$ cat src/rtl/udc_pkg.sv
package udc_pkg;
  typedef enum logic [2:0] {
    OP_HOLD  = 3'd0,
    OP_CLEAR = 3'd1,
    OP_LOAD  = 3'd2,
    OP_INC   = 3'd3,
    OP_DEC   = 3'd4
  } udc_op_e;
endpackage

$ cat src/rtl/udc_strobe_edge.sv
module udc_strobe_edge #(
  parameter int LINES = 2
) (
  input  logic             clk,
  input  logic             rst,
  input  logic [LINES-1:0] lvl,
  output logic [LINES-1:0] rise
);
  logic [LINES-1:0] prev_q;

  generate
    for (genvar i = 0; i < LINES; i++) begin : g_line
      always_ff @(posedge clk) begin
        if (rst) prev_q[i] <= 1'b1;
        else     prev_q[i] <= lvl[i];
      end
      assign rise[i] = lvl[i] & ~prev_q[i];
    end
  endgenerate
endmodule

$ cat src/rtl/udc_count_core.sv
module udc_count_core
  import udc_pkg::*;
#(
  parameter int WIDTH = 4
) (
  input  logic             clk,
  input  logic             rst,
  input  logic             clear,
  input  logic             load_n,
  input  logic             up_rise,
  input  logic             dn_rise,
  input  logic             up_lvl,
  input  logic             dn_lvl,
  input  logic [WIDTH-1:0] din,
  output logic [WIDTH-1:0] cnt_d,
  output logic [WIDTH-1:0] cnt_q
);
  localparam logic [WIDTH-1:0] ONE = WIDTH'(1);

  udc_op_e op;

  always_comb begin
    if (clear)                              op = OP_CLEAR;
    else if (!load_n)                       op = OP_LOAD;
    else if (up_rise && dn_lvl && !dn_rise) op = OP_INC;
    else if (dn_rise && up_lvl && !up_rise) op = OP_DEC;
    else                                    op = OP_HOLD;
  end

  always_comb begin
    unique case (op)
      OP_CLEAR: cnt_d = '0;
      OP_LOAD:  cnt_d = din;
      OP_INC:   cnt_d = cnt_q + ONE;
      OP_DEC:   cnt_d = cnt_q - ONE;
      default:  cnt_d = cnt_q;
    endcase
  end

  always_ff @(posedge clk) begin
    if (rst) cnt_q <= '0;
    else     cnt_q <= cnt_d;
  end

  AST_CLEAR_ZERO: assert property (@(posedge clk) disable iff (rst)
    clear |=> cnt_q == '0);
  AST_LOAD_COPY: assert property (@(posedge clk) disable iff (rst)
    (!clear && !load_n) |=> cnt_q == $past(din));
  AST_STEP_UP: assert property (@(posedge clk) disable iff (rst)
    (!clear && load_n && up_rise && dn_lvl && !dn_rise) |=> cnt_q == $past(cnt_q) + ONE);
  AST_STEP_DOWN: assert property (@(posedge clk) disable iff (rst)
    (!clear && load_n && dn_rise && up_lvl && !up_rise) |=> cnt_q == $past(cnt_q) - ONE);
  AST_BOTH_HOLD: assert property (@(posedge clk) disable iff (rst)
    (!clear && load_n && up_rise && dn_rise) |=> $stable(cnt_q));
endmodule

$ cat src/rtl/udc_term_decode.sv
module udc_term_decode #(
  parameter int WIDTH = 4
) (
  input  logic             clk,
  input  logic             rst,
  input  logic [WIDTH-1:0] cnt_d,
  input  logic [WIDTH-1:0] cnt_q,
  input  logic             up_lvl,
  input  logic             dn_lvl,
  output logic             carry_n,
  output logic             borrow_n
);
  localparam logic [WIDTH-1:0] TOP = {WIDTH{1'b1}};

  always_ff @(posedge clk) begin
    if (rst) begin
      carry_n  <= 1'b1;
      borrow_n <= 1'b1;
    end else begin
      carry_n  <= ~((cnt_d == TOP) & ~up_lvl);
      borrow_n <= ~((cnt_d == '0) & ~dn_lvl);
    end
  end

  AST_CARRY_AT_TOP: assert property (@(posedge clk) disable iff (rst)
    !carry_n |-> (cnt_q == TOP) && !$past(up_lvl));
  AST_BORROW_AT_ZERO: assert property (@(posedge clk) disable iff (rst)
    !borrow_n |-> (cnt_q == '0) && !$past(dn_lvl));
endmodule

$ cat src/rtl/udc_dual_strobe_counter.sv
module udc_dual_strobe_counter #(
  parameter int WIDTH = 4
) (
  input  logic             clk,
  input  logic             rst,
  input  logic             clear,
  input  logic             load_n,
  input  logic             up_stb,
  input  logic             dn_stb,
  input  logic [WIDTH-1:0] din,
  output logic [WIDTH-1:0] cnt,
  output logic             carry_n,
  output logic             borrow_n
);
  localparam int LINES = 2;

  logic [LINES-1:0] rise;
  logic [WIDTH-1:0] cnt_d;

  udc_strobe_edge #(.LINES(LINES)) u_edge (
    .clk  (clk),
    .rst  (rst),
    .lvl  ({dn_stb, up_stb}),
    .rise (rise)
  );

  udc_count_core #(.WIDTH(WIDTH)) u_core (
    .clk     (clk),
    .rst     (rst),
    .clear   (clear),
    .load_n  (load_n),
    .up_rise (rise[0]),
    .dn_rise (rise[1]),
    .up_lvl  (up_stb),
    .dn_lvl  (dn_stb),
    .din     (din),
    .cnt_d   (cnt_d),
    .cnt_q   (cnt)
  );

  udc_term_decode #(.WIDTH(WIDTH)) u_term (
    .clk      (clk),
    .rst      (rst),
    .cnt_d    (cnt_d),
    .cnt_q    (cnt),
    .up_lvl   (up_stb),
    .dn_lvl   (dn_stb),
    .carry_n  (carry_n),
    .borrow_n (borrow_n)
  );

  AST_RESET_STATE: assert property (@(posedge clk)
    rst |=> (cnt == '0) && carry_n && borrow_n);
  AST_CLEAR_OVER_LOAD: assert property (@(posedge clk) disable iff (rst)
    (clear && !load_n) |=> cnt == '0);
endmodule

$ cat config.mk
export PLATFORM = sky130hd
export DESIGN_NAME = udc_dual_strobe_counter
export DESIGN_NICKNAME = d
export VERILOG_FILES = /design/src/rtl/udc_pkg.sv /design/src/rtl/udc_strobe_edge.sv /design/src/rtl/udc_count_core.sv /design/src/rtl/udc_term_decode.sv /design/src/rtl/udc_dual_strobe_counter.sv
export SDC_FILE = /design/constraint.sdc
export NUM_CORES = 1
export LEC_CHECK = 0
export BUFFER_PORTS_ARGS = -buffer_cell sky130_fd_sc_hd__buf_2
export CORE_AREA = 8 8 45 47
export CTS_CLUSTER_DIAMETER = 200
export CTS_CLUSTER_SIZE = 30
export DETAILED_ROUTE_END_ITERATION = 7
export DIE_AREA = 0 0 53 55
export PLACE_DENSITY = 0.66
export SLEW_MARGIN = 10
export SYNTH_ARGS = -nofsm -noshare
export SYNTH_HDL_FRONTEND = slang
export SYNTH_SLANG_ARGS = --single-unit
export TNS_END_PERCENT = 1
$ cat constraint.sdc
create_clock -name clk -period 4.08 [get_ports clk]
set_clock_uncertainty 0.2 [all_clocks]
set_input_delay 0.408 -clock clk [delete_from_list [all_inputs] [get_ports clk]]
set_output_delay 0.408 -clock clk [all_outputs]
set_load 0.02 [all_outputs]
# Word-level counts from Yosys, hierarchy flattened
# Index checks and enable logic that the tools add are counted.
word_totals:
  ff_bits: 8
  in_bits: 10
  output_inout_bits: 6
  word_cells: 34
classes:
  n_addsub: 2
  n_eq_ne: 5
  n_mux: 5
  bitwise: 10
  reduce_logical: 7
ops:
  columns: ["operator", "count"]
  rows:
  - ["4-bit one-hot mux with 4 select lines", 1]
  - ["3-bit 2-to-1 mux", 4]
  - ["3-bit by 2-bit == test with 1-bit output (second input constant)", 2]
  - ["1-bit inverter", 6]
  - ["4-bit by 1-bit adder with 4-bit output (second input constant)", 1]
  - ["1-bit AND", 4]
  - ["4-bit == test (second input constant)", 1]
  - ["1-bit logical AND", 4]
  - ["4-bit logical NOT", 1]
  - ["4-bit by 1-bit subtractor with 4-bit output (second input constant)", 1]
  - ["3-bit by 1-bit == test with 1-bit output (second input constant)", 1]
  - ["3-bit == test (second input constant)", 1]
  - ["1-bit logical NOT", 2]

# Depth between registers and ports, before layout
# Gate-level depths: netlist (run 1).
depth:
  ltp_word: 13
  depth_mapped: 9
  ltp_nobuf: 8

# Cells and area by module
# A second synthesis (run 1) with hierarchy kept.
hier_totals:
  hier_cells: 56
  hier_area_um2: 491.7
by_module_without_submodules:
  columns: ["module", "n_inst", "cells_per_inst", "area_each_um2", "seq_area_each_um2"]
  rows:
  - ["udc_count_core", 1, 43, 355.3, 80.1]
  - ["udc_term_decode", 1, 7, 71.3, 40.0]
  - ["udc_strobe_edge", 1, 6, 65.1, 40.0]

# Worst setup path before layout (run 1)
# No wires, ideal clock.
synth_timing:
  path_type: "input-to-reg"
  startpoint: "in load_n"
  endpoint: "reg u_term.carry_n"
  setup_time_ps: 134
  arrival_time_ps: 2654
  t_required_ps: 3746
  path_slack_ps: 1092
  stages: 9
  n_path_buf: 1
  path_cell_list: "buf_2 -> nand4b_1 -> nor3b_1 -> ha_1 -> a21o_1 -> a21oi_1 -> mux2i_1 -> o22ai_1 -> or4_1"
synth_between:
  elab_chain_len: 7
  word_cells_on_any_way: 10
  cone_classes: "5 x eq/ne; 3 x mux; 2 x bitwise"
synth_lines:
  columns: ["item", "line_no", "text"]
  rows:
  - ["start, declared", "udc_dual_strobe_counter.sv:7", "input logic load_n,"]
  - ["3-bit 2-to-1 mux *", "udc_count_core.sv:24", "else if (!load_n) op = OP_LOAD;"]
  - ["3-bit 2-to-1 mux *", "udc_count_core.sv:23", "if (clear) op = OP_CLEAR;"]
  - ["3-bit == test (tied with other cells)", "udc_count_core.sv:31", "unique case (op)"]
  - ["4-bit one-hot mux with 4 select lines *", "udc_count_core.sv:31", null]
  - ["4-bit == test *", "udc_term_decode.sv:20", "carry_n <= ~((cnt_d == TOP) & ~up_lvl);"]
  - ["1-bit AND *", "udc_term_decode.sv:20", null]
  - ["1-bit inverter *", "udc_term_decode.sv:20", null]
  - ["end signal, assigned", "udc_term_decode.sv:20", null]
  - ["end, declared", "udc_term_decode.sv:10", "output logic carry_n,"]
# Every way passes the cells marked *; elsewhere a longest branch is shown, timed or not.
# A chain may end at the register's enable or synchronous reset.

# Worst setup path after layout (run 1)
layout_timing:
  startpoint: "in clear"
  endpoint: "reg u_term.carry_n"
layout_between:
  elab_chain_len: 6
  word_cells_on_any_way: 9
  cone_classes: "5 x eq/ne; 2 x mux; 2 x bitwise"
layout_lines:
  columns: ["item", "line_no", "text"]
  rows:
  - ["start, declared", "udc_dual_strobe_counter.sv:6", "input logic clear,"]
  - ["3-bit 2-to-1 mux *", "udc_count_core.sv:23", null]
  - ["3-bit == test (tied with other cells)", "udc_count_core.sv:31", null]
  - ["4-bit one-hot mux with 4 select lines *", "udc_count_core.sv:31", null]
  - ["4-bit == test *", "udc_term_decode.sv:20", null]
  - ["1-bit AND *", "udc_term_decode.sv:20", null]
  - ["1-bit inverter *", "udc_term_decode.sv:20", null]
# Marks and branches as above.

==> summary.txt, run 1 <==
Drt
  – Drt total wl: 1.079 mm
  – Routed via count: 415
  – Antenna Nets Post-Route: 0
  – DRC Markers: 0
  – Initial DRC Count: 1
  – DR pass1 iterations: 4
  – Vias per inst: 5.000
  – WL/cell: 13.00 um

Synthesis
  – Synth cell count leaders: nor2_1, dfxtp_1, a21oi_1
  – Share of the synthesized area in the top cell type: 0.3488
  – Largest area contributor in the netlist: dfxtp_1
  – Ys async rst share: 0
  – Cells after synthesis: 50
  – Mean post-synth cell area: 9.184 um2
  – Mapped Area: 459.2 um2
  – Synth Register Bits: 8
  – Most frequent cell after synthesis: nor2_1
  – Synth top area cells: dfxtp_1, nor2_1, ha_1, fa_1, mux2i_1
  – Mapped Nets: 63
  – Top FF cell, synth: dfxtp_1
  – EDFF count, synth: 0
  – Seq/Total Area, Yosys: 0.3488
  – Post-synth cell types: 27
  – Synth Warn #: 0

Timing
  – Fin crit period: 3.023 ns
  – Final Hold Violating Endpoints: 0
  – Worst Tran Pin Value: 0.5517 ns
  – Fmax: 330.8 MHz
  – Ratio of final minimum period to clock period: 0.7410
  – Setup TNS: 0 ns
  – Final Setup Violations: 0
  – Relative slew slack: 0.6314
  – RSZ-0062 raised after global routing: false
  – Final Max Slew Viols: 0

Global routing
  – First-pass GRT wire length: 1.656 mm
  – Vias in the first global route: 405
  – Global Route Usage Sum: 0.07937
  – Initial antenna violation count: 0
  – Largest net degree at the start of global routing: 9
  – Gr ovfl total: 0

Setup path
  – CP delay by family, top: simple AND/OR/NAND/NOR gates
  – CP max FO: 6
  – Reg2Reg Launch Point: u_edge.prev_q[0]$_SDFF_PP1_
  – Crit end category: flop
  – Startpoint class of the critical path: input port
  – CP Cell Sequence: buf_2 > nand4b_1 > nor3b_1 > ha_1 > a21o_1 > a21oi_1 > mux2i_1 > o22ai_1 > or4_1
  – Worst path max stage delay: 0.56 ns
  – Critical Path RT: 4.00 ns
  – Worst Path Buf+Inv: 1
  – R2R depth: 7
  – CP arrival: 2.95 ns
  – Reg-to-Reg End: u_term.carry_n$_SDFF_PP1_
  – CP max stage cell: or4_1
  – Reg-to-reg slack, setup: 1.23 ns
  – CP Class: input port to flop

Final layout
  – Final std cells w/o fill: 83
  – Layout overhead on the synthesized area: 24.52%
  – Fin util: 0.4132
  – Diode count: 0
  – Nets: 82
  – Fraction of layout cells with a size suffix above 1: 0.3134

Job
  – Max_cap viols: 0

Power
  – PwrDens: 302.7 nW/um2
  – IR drop worst, VDD: 0.1487 mV
  – P_leak: 0.0002716 uW

Clock tree
  – Post-CTS setup buffers: 0
  – Resize count post-CTS: 0
  – Clock tree buffer depth: 2
  – H-tree depth: 1
  – CTS clock-pin slew for the worst setup and hold paths: 0.05 ns
  – CTS tree: built
  – Clk_lat worst skew: 0.25 ns
  – Cts hold-fix bufs: 0
  – CTS root buffer: clkbuf_4
  – Total CTS buffers: 3
  – # clock sinks: 8

Place
  – GP Congestion: 0.8032
  – Port bufs: 15
  – HPWL Detailed: 896.8 um
  – Placed Instances: 80

Hold path
  – Worst Hold Class: input port to flop
  – Sink of the worst hold path: u_core.cnt_q[2]$_SDFF_PP0_
  – WHS Path Cells: 2
  – Hold path start: rst

Floorplanning
  – Chip Width: 53 um
  – Core footprint: 1384 um2
  – Initial core utilization: 0.3318
  – IO Count: 16
  – Die Area: 2915 um2
  – # rows: 14
  – DIE HEIGHT: 55 um

Status
  – Run status: finished, final reports clean
worst max path at each step:
stage            from                   endpoint  slack, ns  cells after the start
4_1_cts         clear  u_term.carry_n$_SDFF_PP1_       1.06                      9
3_5_place_dp    clear  u_term.carry_n$_SDFF_PP1_       0.81                      9
2_1_floorplan  load_n  u_term.carry_n$_SDFF_PP1_       1.09                      9
6_report        clear  u_term.carry_n$_SDFF_PP1_       1.06                      9
5_1_grt         clear  u_term.carry_n$_SDFF_PP1_       0.90                      9
3_3_place_gp    clear  u_term.carry_n$_SDFF_PP1_       0.86                      9
metrics by stage:
stage	setup WS [ns]	instance area, um2	power, uW	hold slack [ns]
finish	1.057	571.8	173.1	0.1850
floorplan	1.092	459.2	103.9	0.2796
global placement	0.8626	549.3	115.5	0.4410
global route	0.9022	571.8	184.2	0.1909
CTS	1.057	571.8	176.3	0.1697
detailed placement	0.8098	549.3	115.8	0.4468
layout by cell type, fill, tap and decap left out, types with 2 or more instances in the layout:
| master | count |
|---|---|
| or2_2 | 2 |
| dfxtp_1 | 8 |
| nor3b_1 | 2 |
| mux2i_1 | 2 |
| a21oi_1 | 3 |
| nand4_1 | 2 |
| buf_2 | 15 |
| nand2_1 | 2 |
| ha_1 | 2 |
| nor2_1 | 9 |
| clkbuf_4 | 3 |
registers in the layout (all words and copies together) (netlist names):
signal and cells:
u_core.cnt_q 4, u_edge.prev_q 2, u_term.borrow_n 1, u_term.carry_n 1
power breakdown:
| group | switching [uW] | leakage, uW | total [uW] | internal [uW] |
|---|---|---|---|---|
| registers | 2.95 | 0.0000657 | 84.7 | 81.7 |
| logic | 16.6 | 0.000192 | 29.2 | 12.6 |
| clock network | 25.7 | 0.0000138 | 59.3 | 33.6 |
routing by layer:
metal | share of wire | global-route usage
met5 | 0 | 0
met3 | 0.093 | 0.02406
met1 | 0.45 | 0.09008
met4 | 0.0056 | 0.06466
met2 | 0.45 | 0.1211
cells by family after synthesis:
logic type               synth area share
AND/OR/NAND/NOR                    0.2752
AO/OA/AOI/OAI                      0.1608
flip-flops                         0.3488
multiplexers                      0.06812
adder cells (fa/ha/maj)           0.09809
XOR/XNOR                          0.03815
buffers and inverters             0.01089
cell type report:
| class | count | area, um2 |
|---|---|---|
| clock buffer | 3 | 22.52 |
| timing repair buffer | 15 | 75.07 |
| fill | 158 | 812.0 |
| sequential | 8 | 160.2 |
| tap | 16 | 20.02 |
| multi-input combinational | 41 | 294.0 |
Power figures use the tool's default switching activity.
==> run 2: changes to the inputs <==
PLACE_DENSITY = 0.68   (was 0.66)
clock period = 2.7 ns   (was 4.08 ns; I/O delays follow)
==> run 2 against run 1 <==
  * Largest power group unchanged
  * Via count grew 11%
  * Power is 56% higher
  * Register-to-register slack lost 0.94 ns
  * Sequential power up 51%
  * Hold slack got worse by 0.14 ns
  * Critical path depth shrank 2
==> summary.txt, run 2 (same netlist as run 1, synthesis figures left out) <==
Setup path
  – CP max FO: 3 (was 6)
  – CP max stage cell: or4_1 (unchanged)
  – Startpoint class of the critical path: flop (was input port)
  – CP arrival: 2.33 ns (was 2.95 ns)
  – Worst path max stage delay: 0.53 ns (was 0.56 ns)
  – CP delay by family, top: simple AND/OR/NAND/NOR gates (unchanged)
  – Critical Path RT: 2.62 ns (was 4.00 ns)
  – CP Class: flop to flop (was input port to flop)
  – Crit end category: flop (unchanged)
  – Worst Path Buf+Inv: 0 (was 1)
  – CP Cell Sequence: nor3b_2 > ha_1 > a21o_1 > a21oi_1 > mux2i_1 > o22ai_1 > or4_1 (was buf_2 > nand4b_1 > nor3b_1 > ha_1 > a21o_1 > a21oi_1 > mux2i_1 > o22ai_1 > or4_1)

Final layout
  – Diode count: 0 (unchanged)
  – Largest register by flop count: u_core.cnt_q (unchanged)
  – Regs by FF count: u_core.cnt_q: 4 flops, u_edge.prev_q: 2 flops (unchanged)
  – Max reg flops: 4 (unchanged)
  – Most frequent cells in the layout: buf_2, nor2_1, dfxtp_1, buf_4 (was buf_2, nor2_1, dfxtp_1, a21oi_1, clkbuf_4)
  – Nets: 89 (was 82)
  – Final std cells w/o fill: 90 (was 83)
  – Fraction of layout cells with a size suffix above 1: 0.3919 (was 0.3134)
  – Commonest non-fill, non-tap cell in the layout: buf_2 (unchanged)
  – Post-route cell area: 629.4 um2 (was 571.8 um2)
  – Layout overhead on the synthesized area: 37.06% (was 24.52%)

Global routing
  – Vias in the first global route: 447 (was 405)
  – Global Route Usage Sum: 0.08991 (was 0.07937)
  – Initial antenna violation count: 0 (unchanged)
  – Gr ovfl total: 0 (unchanged)
  – First-pass GRT wire length: 1.918 mm (was 1.656 mm)
  – Largest net degree at the start of global routing: 8 (was 9)

Clock tree
  – H-tree depth: 1 (unchanged)
  – Post-CTS setup buffers: 0 (unchanged)
  – Clock tree buffer depth: 2 (unchanged)
  – Clk_lat worst skew: 0.25 ns (about the same)
  – CTS root buffer: clkbuf_4 (unchanged)
  – Total CTS buffers: 3 (unchanged)
  – # clock sinks: 8 (unchanged)
  – Resize count post-CTS: 0 (unchanged)
  – CTS tree: built (unchanged)
  – Cts hold-fix bufs: 0 (unchanged)
  – CTS clock-pin slew for the worst setup and hold paths: 0.05 ns (about the same)

Status
  – Run status: finished, final reports clean (unchanged)

Place
  – Pre-CTS setup slack: 0.04474 ns (was 0.8098 ns)
  – Area of placed instances: 606.8 um2 (was 549.3 um2)
  – Port bufs: 15 (unchanged)
  – Placed Instances: 87 (was 80)
  – HPWL Detailed: 973.5 um (was 896.8 um)
  – GP Congestion: 0.7970 (was 0.8032)

Timing
  – Fin crit period: 2.412 ns
  – Worst Tran Pin Value: 0.4752 ns (was 0.5517 ns)
  – Relative slew slack: 0.6832 (was 0.6314)
  – Ratio of final minimum period to clock period: 0.8934
  – RSZ-0062 raised after global routing: false (unchanged)
  – Fmax: 414.6 MHz
  – Setup ws final: 0.2879 ns (was 1.057 ns)
  – Final Hold Violating Endpoints: 0 (unchanged)
  – Final Setup Violations: 0 (unchanged)
  – Setup TNS: 0 ns (unchanged)
  – Final Max Slew Viols: 0 (unchanged)

Drt
  – Vias per inst: 5.111 (was 5.000)
  – DR pass1 iterations: 5 (was 4)
  – Routed via count: 460 (was 415)
  – Initial DRC Count: 7 (was 1)
  – Drt total wl: 1.201 mm (was 1.079 mm)
  – Antenna Nets Post-Route: 0 (unchanged)
  – WL/cell: 13.34 um (was 13.00 um)
  – DRC Markers: 0 (unchanged)

Power
  – PwrDens: 429.0 nW/um2 (was 302.7 nW/um2)
  – IR drop worst, VDD: 0.2227 mV (was 0.1487 mV)
  – P_leak: 0.0003065 uW (was 0.0002716 uW)

Floorplanning
  – Die Area: 2915 um2 (unchanged)
  – Chip Width: 53 um (unchanged)
  – Core footprint: 1384 um2 (unchanged)
  – # rows: 14 (unchanged)
  – Initial core utilization: 0.3318 (unchanged)
  – DIE HEIGHT: 55 um (unchanged)
  – IO Count: 16 (unchanged)

Job
  – Max_cap viols: 0 (unchanged)

Hold path
  – Worst Hold Class: input port to flop (unchanged)
## run 2: cell count changes in the layout (fill, tap and decap cells not counted), sizes merged
cell and delta:
buf +7
## run 2: through the flow
stage / power, uW / hold WS (ns) / utilization
after floorplan: 157.3 / 0.1416 / -
after global placement: 182.3 / 0.3057 / 0.4385
after detailed placement: 182.7 / 0.3110 / 0.4385
after CTS: 273.7 / 0.03985 / 0.4548
after global routing: 285.4 / 0.05368 / 0.4548
final: 270.0 / 0.04832 / 0.4548
## run 2: worst paths after layout
| kind | startpoint | to | slack [ns] | cells after the start |
|---|---|---|---|---|
| setup reg to reg | u_edge.prev_q[0]$_SDFF_PP1_ | u_term.carry_n$_SDFF_PP1_ | 0.29 | 7 |
| hold / removal | rst | u_core.cnt_q[2]$_SDFF_PP0_ | 0.05 | 2 |
| setup / recovery | u_edge.prev_q[0]$_SDFF_PP1_ | u_term.carry_n$_SDFF_PP1_ | 0.29 | 7 |
| hold reg to reg | u_edge.prev_q[0]$_SDFF_PP1_ | u_term.carry_n$_SDFF_PP1_ | 0.58 | 3 |
## run 2: area by class of cell
type,instances,area (um2)
clock buffers,3,22.52
flip-flops and latches,8,160.2
well taps,16,20.02
multi-input cells,41,299.0
fillers,153,754.5
repair buffers,22,127.6
## run 2: power by group
group          internal [uW]  total [uW]  switching (uW)  leakage, uW
Sequential               124         128            4.66    0.0000657
Combinational           25.2        52.7            27.5     0.000227
Clock                   50.7        89.2            38.5    0.0000138
Total                    199         270            70.6     0.000306
## run 2: routing by layer
layer / vias up / wire length, um / global-route usage
met4: 0 / 9 / 0.06466
met2: 14 / 555 / 0.1406
met1: 209 / 549 / 0.1043
met3: 2 / 87 / 0.02406
met5: - / 0 / 0
li1: 235 / - / -
